`src/rtl/dwp_pkg.sv`:
```
package dwp_pkg;

    typedef enum logic [1:0] {
        S_IDLE  = 2'd0,
        S_PEND  = 2'd1,
        S_READY = 2'd2
    } dw_state_e;

    localparam int ST_DET  = 0;
    localparam int ST_DPD  = 1;
    localparam int ST_SERR = 2;
    localparam int ST_N    = 3;

endpackage

```
`src/rtl/dwp_entry.sv`:
```
module dwp_entry #(
    parameter int AW = 32,
    parameter int CW = 4,
    parameter int DW = 32,
    parameter int BW = 4
) (
    input  logic          clk,
    input  logic          rst_n,
    input  logic          cap,
    input  logic [AW-1:0] ld_addr,
    input  logic [CW-1:0] ld_cmd,
    input  logic [DW-1:0] ld_data,
    input  logic [BW-1:0] ld_be,
    input  logic [AW-1:0] cmp_addr,
    input  logic [CW-1:0] cmp_cmd,
    input  logic [DW-1:0] cmp_data,
    input  logic [BW-1:0] cmp_be,
    output logic          hit
);
    localparam int RW = AW + CW + DW + BW;

    logic [RW-1:0] rec_q;
    logic [RW-1:0] cmp_vec;

    always_ff @(posedge clk or negedge rst_n) begin
        if (!rst_n) begin
            rec_q <= '0;
        end else if (cap) begin
            rec_q <= {ld_addr, ld_cmd, ld_data, ld_be};
        end
    end

    // Parity is deliberately absent from the compared vector.
    assign cmp_vec = {cmp_addr, cmp_cmd, cmp_data, cmp_be};
    assign hit     = (cmp_vec == rec_q);

    // record only changes on a capture
    p_rec_hold_r1: assert property (@(posedge clk) disable iff (!rst_n)
        !$past(cap) |-> $stable(rec_q));

endmodule

```
`src/rtl/dwp_perr_dly.sv`:
```
module dwp_perr_dly #(
    parameter int DLY = 2
) (
    input  logic clk,
    input  logic rst_n,
    input  logic arm,
    output logic perr_o
);
    localparam int CNTW = $clog2(DLY + 1);
    localparam logic [CNTW-1:0] DLY_V = CNTW'(DLY);
    localparam logic [CNTW-1:0] ONE_V = CNTW'(1);

    logic [CNTW-1:0] dly_q;
    logic            perr_q;

    always_ff @(posedge clk or negedge rst_n) begin
        if (!rst_n) begin
            dly_q  <= '0;
            perr_q <= 1'b0;
        end else begin
            if (arm && dly_q == '0) begin
                dly_q <= DLY_V;
            end else if (dly_q != '0) begin
                dly_q <= dly_q - ONE_V;
            end
            perr_q <= (dly_q == ONE_V);
        end
    end

    assign perr_o = perr_q;

    // strobe lasts one cycle
    p_perr_single_r9: assert property (@(posedge clk) disable iff (!rst_n)
        perr_q |=> !perr_q);

    // an event arriving mid-count does not restart the delay
    p_event_lost_r9: assert property (@(posedge clk) disable iff (!rst_n)
        (arm && dly_q != '0) |=> (dly_q != DLY_V));

endmodule

```
`src/rtl/dwp_tmo.sv`:
```
module dwp_tmo #(
    parameter int TW = 16
) (
    input  logic          clk,
    input  logic          rst_n,
    input  logic          restart,
    input  logic          run,
    input  logic [TW-1:0] limit,
    output logic          expired
);
    logic [TW-1:0] cnt_q;

    always_ff @(posedge clk or negedge rst_n) begin
        if (!rst_n) begin
            cnt_q <= '0;
        end else if (restart || !run) begin
            cnt_q <= '0;
        end else if (cnt_q != limit) begin
            cnt_q <= cnt_q + TW'(1);
        end
    end

    assign expired = run && (cnt_q == limit);

    // the count never passes the limit while a record waits
    p_cnt_bound_r10: assert property (@(posedge clk) disable iff (!rst_n)
        (run && $past(run) && !$past(restart) && $stable(limit)) |-> (cnt_q <= limit));

endmodule

```
`src/rtl/dwp_status.sv`:
```
module dwp_status #(
    parameter int N = 3
) (
    input  logic         clk,
    input  logic         rst_n,
    input  logic [N-1:0] set,
    input  logic [N-1:0] clr,
    output logic [N-1:0] bits_o
);
    logic [N-1:0] bits_q;

    always_ff @(posedge clk or negedge rst_n) begin
        if (!rst_n) begin
            bits_q <= '0;
        end else begin
            bits_q <= (bits_q & ~clr) | set;
        end
    end

    assign bits_o = bits_q;

    for (genvar g = 0; g < N; g++) begin : g_chk
        // a set bit stays set until its clear pulse
        p_sticky_r11: assert property (@(posedge clk) disable iff (!rst_n)
            ($past(bits_q[g]) && !$past(clr[g])) |-> bits_q[g]);
    end

endmodule

```
`src/rtl/dwr_parity_ctl.sv`:
```
module dwr_parity_ctl
    import dwp_pkg::*;
#(
    parameter int AW       = 32,
    parameter int CW       = 4,
    parameter int DW       = 32,
    parameter int BW       = 4,
    parameter int TW       = 16,
    parameter int PERR_DLY = 2
) (
    input  logic          clk,
    input  logic          rst_n,
    input  logic          en_resp_init,
    input  logic          en_resp_tgt,
    input  logic [TW-1:0] tmo_limit,
    input  logic          wr_load,
    input  logic [AW-1:0] wr_addr,
    input  logic [CW-1:0] wr_cmd,
    input  logic [DW-1:0] wr_data,
    input  logic [BW-1:0] wr_be,
    input  logic          tgt_done,
    input  logic          tgt_perr,
    input  logic          att_valid,
    input  logic [AW-1:0] att_addr,
    input  logic [CW-1:0] att_cmd,
    input  logic [DW-1:0] att_data,
    input  logic [BW-1:0] att_be,
    input  logic          att_par_err,
    input  logic          clr_det,
    input  logic          clr_dpd,
    input  logic          clr_serr,
    output logic          trdy_o,
    output logic          retry_o,
    output logic          perr_o,
    output logic          q_full_o,
    output logic          par_det_o,
    output logic          dpar_det_o,
    output logic          serr_o
);
    dw_state_e state_q, state_d;

    logic hit, expired, fwd_q;
    logic load_ok, tgt_ok, complete, perr_retry, retry_ev, tmo_fire, arm;
    logic trdy_q, retry_q;
    logic [ST_N-1:0] st_set, st_clr, st_bits;

    // ---------------- event decode ----------------
    assign load_ok    = (state_q == S_IDLE) && wr_load;
    assign tgt_ok     = (state_q == S_PEND) && tgt_done;
    assign complete   = (state_q == S_READY) && att_valid && hit && !att_par_err;
    assign perr_retry = (state_q == S_READY) && att_valid && hit && att_par_err;
    assign retry_ev   = att_valid && !complete && !perr_retry;
    assign tmo_fire   = expired && !complete && !perr_retry;
    assign arm        = (perr_retry && en_resp_init)
                      || (complete && fwd_q && en_resp_init && en_resp_tgt);

    // ---------------- sub-blocks ----------------
    dwp_entry #(.AW(AW), .CW(CW), .DW(DW), .BW(BW)) u_entry (
        .clk      (clk),
        .rst_n    (rst_n),
        .cap      (load_ok),
        .ld_addr  (wr_addr),
        .ld_cmd   (wr_cmd),
        .ld_data  (wr_data),
        .ld_be    (wr_be),
        .cmp_addr (att_addr),
        .cmp_cmd  (att_cmd),
        .cmp_data (att_data),
        .cmp_be   (att_be),
        .hit      (hit)
    );

    dwp_tmo #(.TW(TW)) u_tmo (
        .clk     (clk),
        .rst_n   (rst_n),
        .restart (load_ok || perr_retry),
        .run     (state_q != S_IDLE),
        .limit   (tmo_limit),
        .expired (expired)
    );

    dwp_perr_dly #(.DLY(PERR_DLY)) u_dly (
        .clk    (clk),
        .rst_n  (rst_n),
        .arm    (arm),
        .perr_o (perr_o)
    );

    always_comb begin
        st_set          = '0;
        st_set[ST_DET]  = perr_retry;
        st_set[ST_DPD]  = tgt_ok && tgt_perr && en_resp_tgt;
        st_set[ST_SERR] = tmo_fire;
        st_clr          = '0;
        st_clr[ST_DET]  = clr_det;
        st_clr[ST_DPD]  = clr_dpd;
        st_clr[ST_SERR] = clr_serr;
    end

    dwp_status #(.N(ST_N)) u_status (
        .clk    (clk),
        .rst_n  (rst_n),
        .set    (st_set),
        .clr    (st_clr),
        .bits_o (st_bits)
    );

    // ---------------- state register ----------------
    always_ff @(posedge clk or negedge rst_n) begin
        if (!rst_n) begin
            state_q <= S_IDLE;
        end else begin
            state_q <= state_d;
        end
    end

    // ---------------- next state ----------------
    always_comb begin
        state_d = state_q;
        unique case (state_q)
            S_IDLE: begin
                if (load_ok) state_d = S_PEND;          // load
            end
            S_PEND: begin
                if (tmo_fire)      state_d = S_IDLE;    // expire
                else if (tgt_done) state_d = S_READY;   // target_done
            end
            S_READY: begin
                if (complete || tmo_fire) state_d = S_IDLE; // complete / expire
            end
            default: state_d = S_IDLE;
        endcase
    end

    // ---------------- registered outputs ----------------
    always_ff @(posedge clk or negedge rst_n) begin
        if (!rst_n) begin
            trdy_q  <= 1'b0;
            retry_q <= 1'b0;
            fwd_q   <= 1'b0;
        end else begin
            trdy_q  <= complete || perr_retry;
            retry_q <= retry_ev;
            if (load_ok) begin
                fwd_q <= 1'b0;
            end else if (tgt_ok) begin
                fwd_q <= tgt_perr;
            end
        end
    end

    assign trdy_o     = trdy_q;
    assign retry_o    = retry_q;
    assign q_full_o   = (state_q != S_IDLE);
    assign par_det_o  = st_bits[ST_DET];
    assign dpar_det_o = st_bits[ST_DPD];
    assign serr_o     = st_bits[ST_SERR];

    // ---------------- assertions ----------------
    p_trdy_retry_excl_r12: assert property (@(posedge clk) disable iff (!rst_n)
        !(trdy_o && retry_o));

    p_load_fills_r1: assert property (@(posedge clk) disable iff (!rst_n)
        (wr_load && !q_full_o) |=> q_full_o);

    p_perr_after_trdy_r5: assert property (@(posedge clk) disable iff (!rst_n)
        perr_o |-> $past(trdy_o, 2));

    p_det_keeps_entry_r4: assert property (@(posedge clk) disable iff (!rst_n)
        $rose(par_det_o) |-> (q_full_o && trdy_o));

    p_serr_frees_r10: assert property (@(posedge clk) disable iff (!rst_n)
        $rose(serr_o) |-> !q_full_o);

    p_retry_no_free_r3: assert property (@(posedge clk) disable iff (!rst_n)
        (retry_o && $past(q_full_o) && !$rose(serr_o)) |-> q_full_o);

endmodule

```
`config.mk`:
```
export PLATFORM = sky130hd
export DESIGN_NAME = dwr_parity_ctl
export DESIGN_NICKNAME = d
export VERILOG_FILES = /design/src/rtl/dwp_pkg.sv /design/src/rtl/dwp_entry.sv /design/src/rtl/dwp_perr_dly.sv /design/src/rtl/dwp_tmo.sv /design/src/rtl/dwp_status.sv /design/src/rtl/dwr_parity_ctl.sv
export SDC_FILE = /design/constraint.sdc
export NUM_CORES = 1
export LEC_CHECK = 0
export ABC_AREA = 1
export CAP_MARGIN = 20
export CORE_MARGIN = 2
export CORE_UTILIZATION = 43
export CTS_CLUSTER_SIZE = 20
export DETAILED_ROUTE_END_ITERATION = 8
export HOLD_SLACK_MARGIN = 0.15
export PLACE_DENSITY = 0.84
export SLEW_MARGIN = 25
export SYNTH_ARGS = -nofsm -noshare
export SYNTH_HDL_FRONTEND = slang
export SYNTH_SLANG_ARGS = --single-unit
```
`constraint.sdc`:
```
create_clock -name clk -period 1.7 [get_ports clk]
set_clock_uncertainty 0.1 [all_clocks]
set_input_delay 0.34 -clock clk [delete_from_list [all_inputs] [get_ports clk]]
set_output_delay 0.34 -clock clk [all_outputs]
set_load 0.005 [all_outputs]
```
==> impl_metrics.toml <==
[routing]
ant_nets = 0
first_pass_iters = 5
drtIter0Drc = 513
wl_mm = 19.5
post_drt_via_cell_ratio = 4.88
vias = 6488
drc_errors = 0
wire_per_inst_um = 14.7

[timing]
worstMarginPinSlew_ps = 380
finalHoldViolCount = 0
report.final.setup_viol = 24
relSlewSlack_pct = 74.6
period_needed_ps = 1880
maxSlewViolCount = 0
rsz0062_at_grt = "true"
timing.final.crit_share_pct = 110
setup_slack_ps = -176
fmax_mhz = 533

[layout]
area_growth_pct = 53.9
regArea_mm2 = 0.00248
finalCoreUtilization_pct = 67.3
multiInputGateArea_mm2 = 0.00322
final_common_cell = "nand2_1"
final_cells = 1330
drive_above_1_share_pct = 16.5
nFillCells = 1137
fin_nets = 1317
final_cell_mix = "313 x nand2_1, 148 x clkdlybuf4s50_1, 139 x inv_1"

[yosys]
netlist_area_mm2 = 0.00602
ys.warnings.count = 0
ys_seq_area_share_pct = 41.2
synth_area_leaders = "dfrtp_1 41%, nand2_1 21%, inv_1 8.8%"
synth.avg_cell_area_um2 = 6.78
ys_types = 34
synth.top_cell.area_share_pct = 41.2
synth_fp_nets = 1063
yosys.area.top_type = "dfrtp_1"
syn_inst = 888
synth-seq-cells = 99

[power_and_ir_drop]
power_density_mw_per_mm2 = 1220
leakagePower_nw = 4.73
p_int_w = 0.00679
p_clk_share_pct = 17.7
p_sw_share_pct = 39.7
p_comb_share_pct = 47.9
switchingPower_w = 0.00448
peakVddDrop_uv = 870
p_seq_share_pct = 34.4

[clock_tree]
cts_buffers = 9
cts_buffer_depth = 2
path_clk_slew_ps = 60
htreeDepth = 3
clock-root-buffer = "clkbuf_16"
clock_latency_ps = 350
cts_tree = "built"
cts.sinks = 99

[setup_path]
path_max_fanout = 5
crit_chain = "or2_1, a21oi_2, nand2_2, nor3_4, nand2_2, nand2_1, inv_1, nand2_1, xor2_1, nor2_1"
critical_path_buf_inv_count = 1
max_stage_delay_ps = 370
critical-path-top-delay-family = "simple AND/OR/NAND/NOR gates"
crit_type = "register to register"
cp.arrival_ps = 2020
end_kind = "register"
worst_setup_path_start_kind = "register"
cp.required_ps = 1840
cp_slowest_cell = "dfrtp_1"

[placed_design]
hpwl_mm = 15.1
dpl.cell_count = 1300
portBuffers = 178
gp_congestion = 0.970

[die]
die-area_mm2 = 0.0150
start_util_pct = 43.7
dieWidth_um = 122
placementRows = 43
die_y_um = 122
io_pins = 179
core-area_mm2 = 0.0138

[global_route]
grt_first_pass_wirelength_mm = 30.6
antenna_found_initial = 3
grt_max_degree = 47
grt_pass1_vias = 6544
gr-total-overflow = 0
track_usage_pct = 26.6

[hold_path]
hold_path.class = "input pin to async pin"

[status]
violations = "negative setup slack"
outcome = "finished with violations"

[run]
cap_violations = 0
[metrics by stage]
step	setup slack, ps	cell area (um2)	hold slack, ps	TNS (ps)	power (W)
2_1_floorplan	37.7	6020	-55.6	0	0.00650
3_3_place_gp	-611	8560	174	-14480	0.00860
3_5_place_dp	-648	8560	176	-16290	0.00877
4_1_cts	-162	9050	343	-2770	0.0110
5_1_grt	-316	9260	365	-6470	0.0121
6_report	-176	9260	341	-3080	0.0113
[state kept, by name, summed over array words and instances, names as in the netlist]
| signal | cells |
|---|---|
| fwd_q | 1 |
| state_q | 2 |
| u_dly.perr_o | 1 |
| u_dly.dly_q | 2 |
| retry_o | 1 |
| u_tmo.cnt_q | 16 |
| trdy_o | 1 |
| u_entry.rec_q | 72 |
| u_status.bits_o | 3 |
[layer usage]
layer | GRT usage [%] | vias up | wire, um
met5 | 0 | - | 0
met4 | 12.5 | 0 | 822
met2 | 44.8 | 250 | 9500
met1 | 32.6 | 2970 | 7940
met3 | 5.86 | 57 | 1280
li1 | - | 3211 | -
[cells in the mapped netlist]
library cell,n
nand2_1,338
inv_1,141
dfrtp_1,99
nor2_1,97
o21ai_0,57
nand4_1,30
xnor2_1,28
nand3_1,24
xor2_1,11
a21oi_1,8
clkbuf_1,8
buf_2,7
nor2_2,4
ha_1,3
nand3b_1,3
or2_1,3
buf_6,2
inv_2,2
nand2_2,2
nand2_4,2
nor3_1,2
nor3_2,2
o21bai_1,2
o22ai_1,2
or2_2,2
a211oi_1,1
a211oi_2,1
and2_1,1
nand4_2,1
nand4_4,1
nor2_4,1
nor3b_2,1
o21bai_2,1
or2_0,1
[worst register-to-register path, stage by stage, from the launching register on]
cell and delay [ps]:
dfrtp_1 370, or2_1 260, a21oi_2 180, nand2_2 100, nor3_4 170, nand2_2 150, nand2_1 90, inv_1 70
nand2_1 70, xor2_1 150, nor2_1 50
[power by group through the flow]
stage          logic, W  clock network, W  registers, W
3_5_place_dp    0.00496                 0       0.00382
5_1_grt         0.00598           0.00213       0.00398
6_report        0.00540           0.00199       0.00387
4_1_cts         0.00518           0.00201       0.00383
2_1_floorplan   0.00278                 0       0.00372
3_3_place_gp    0.00482                 0       0.00378
[path summary, 6_finish.rpt]
check	from	to	slack, ps	depth (start not counted)
hold reg to reg	u_entry.rec_q[58]	u_entry.rec_q[58]	400	2
setup / recovery	u_tmo.cnt_q[1]	u_tmo.cnt_q[4]	-180	10
hold / removal	rst_n	u_tmo.cnt_q[11]	340	2
min in group clk	u_entry.rec_q[58]	u_entry.rec_q[58]	400	2
setup reg to reg	u_tmo.cnt_q[1]	u_tmo.cnt_q[4]	-180	10
max in group asynchronous	rst_n	u_entry.rec_q[41]	630	3
[cell type report]
type	instances	area share, %
multi-input cells	630	34.8
well taps	180	2.43
clock inverters	4	0.257
clock buffers	12	2.88
repair buffers	259	27.0
flip-flops and latches	99	26.7
inverters	143	5.82
diodes	3	0.0810
[repair_timing]
| item | 4_1_cts | 5_1_grt |
|---|---|---|
| setup endpoints to repair | 25 | 26 |
| pin swaps | 31 | 35 |
| gates resized for setup | 66 | 55 |
| buffers inserted | 4 | 6 |
| hold buffers | 1 | 0 |
| cloned | 1 | 0 |
| hold endpoints to repair | 64 | 0 |
[logic make-up after synthesis]
group	Yosys count	synth area share, %
buffers and inverters	160	10.4
AO/OA/AOI/OAI	72	6.38
flip-flops	99	41.2
adder cells (fa/ha/maj)	3	0.624
AND/OR/NAND/NOR	515	35.8
XOR/XNOR	39	5.67
No activity file was read; power rests on OpenSTA's default activity.
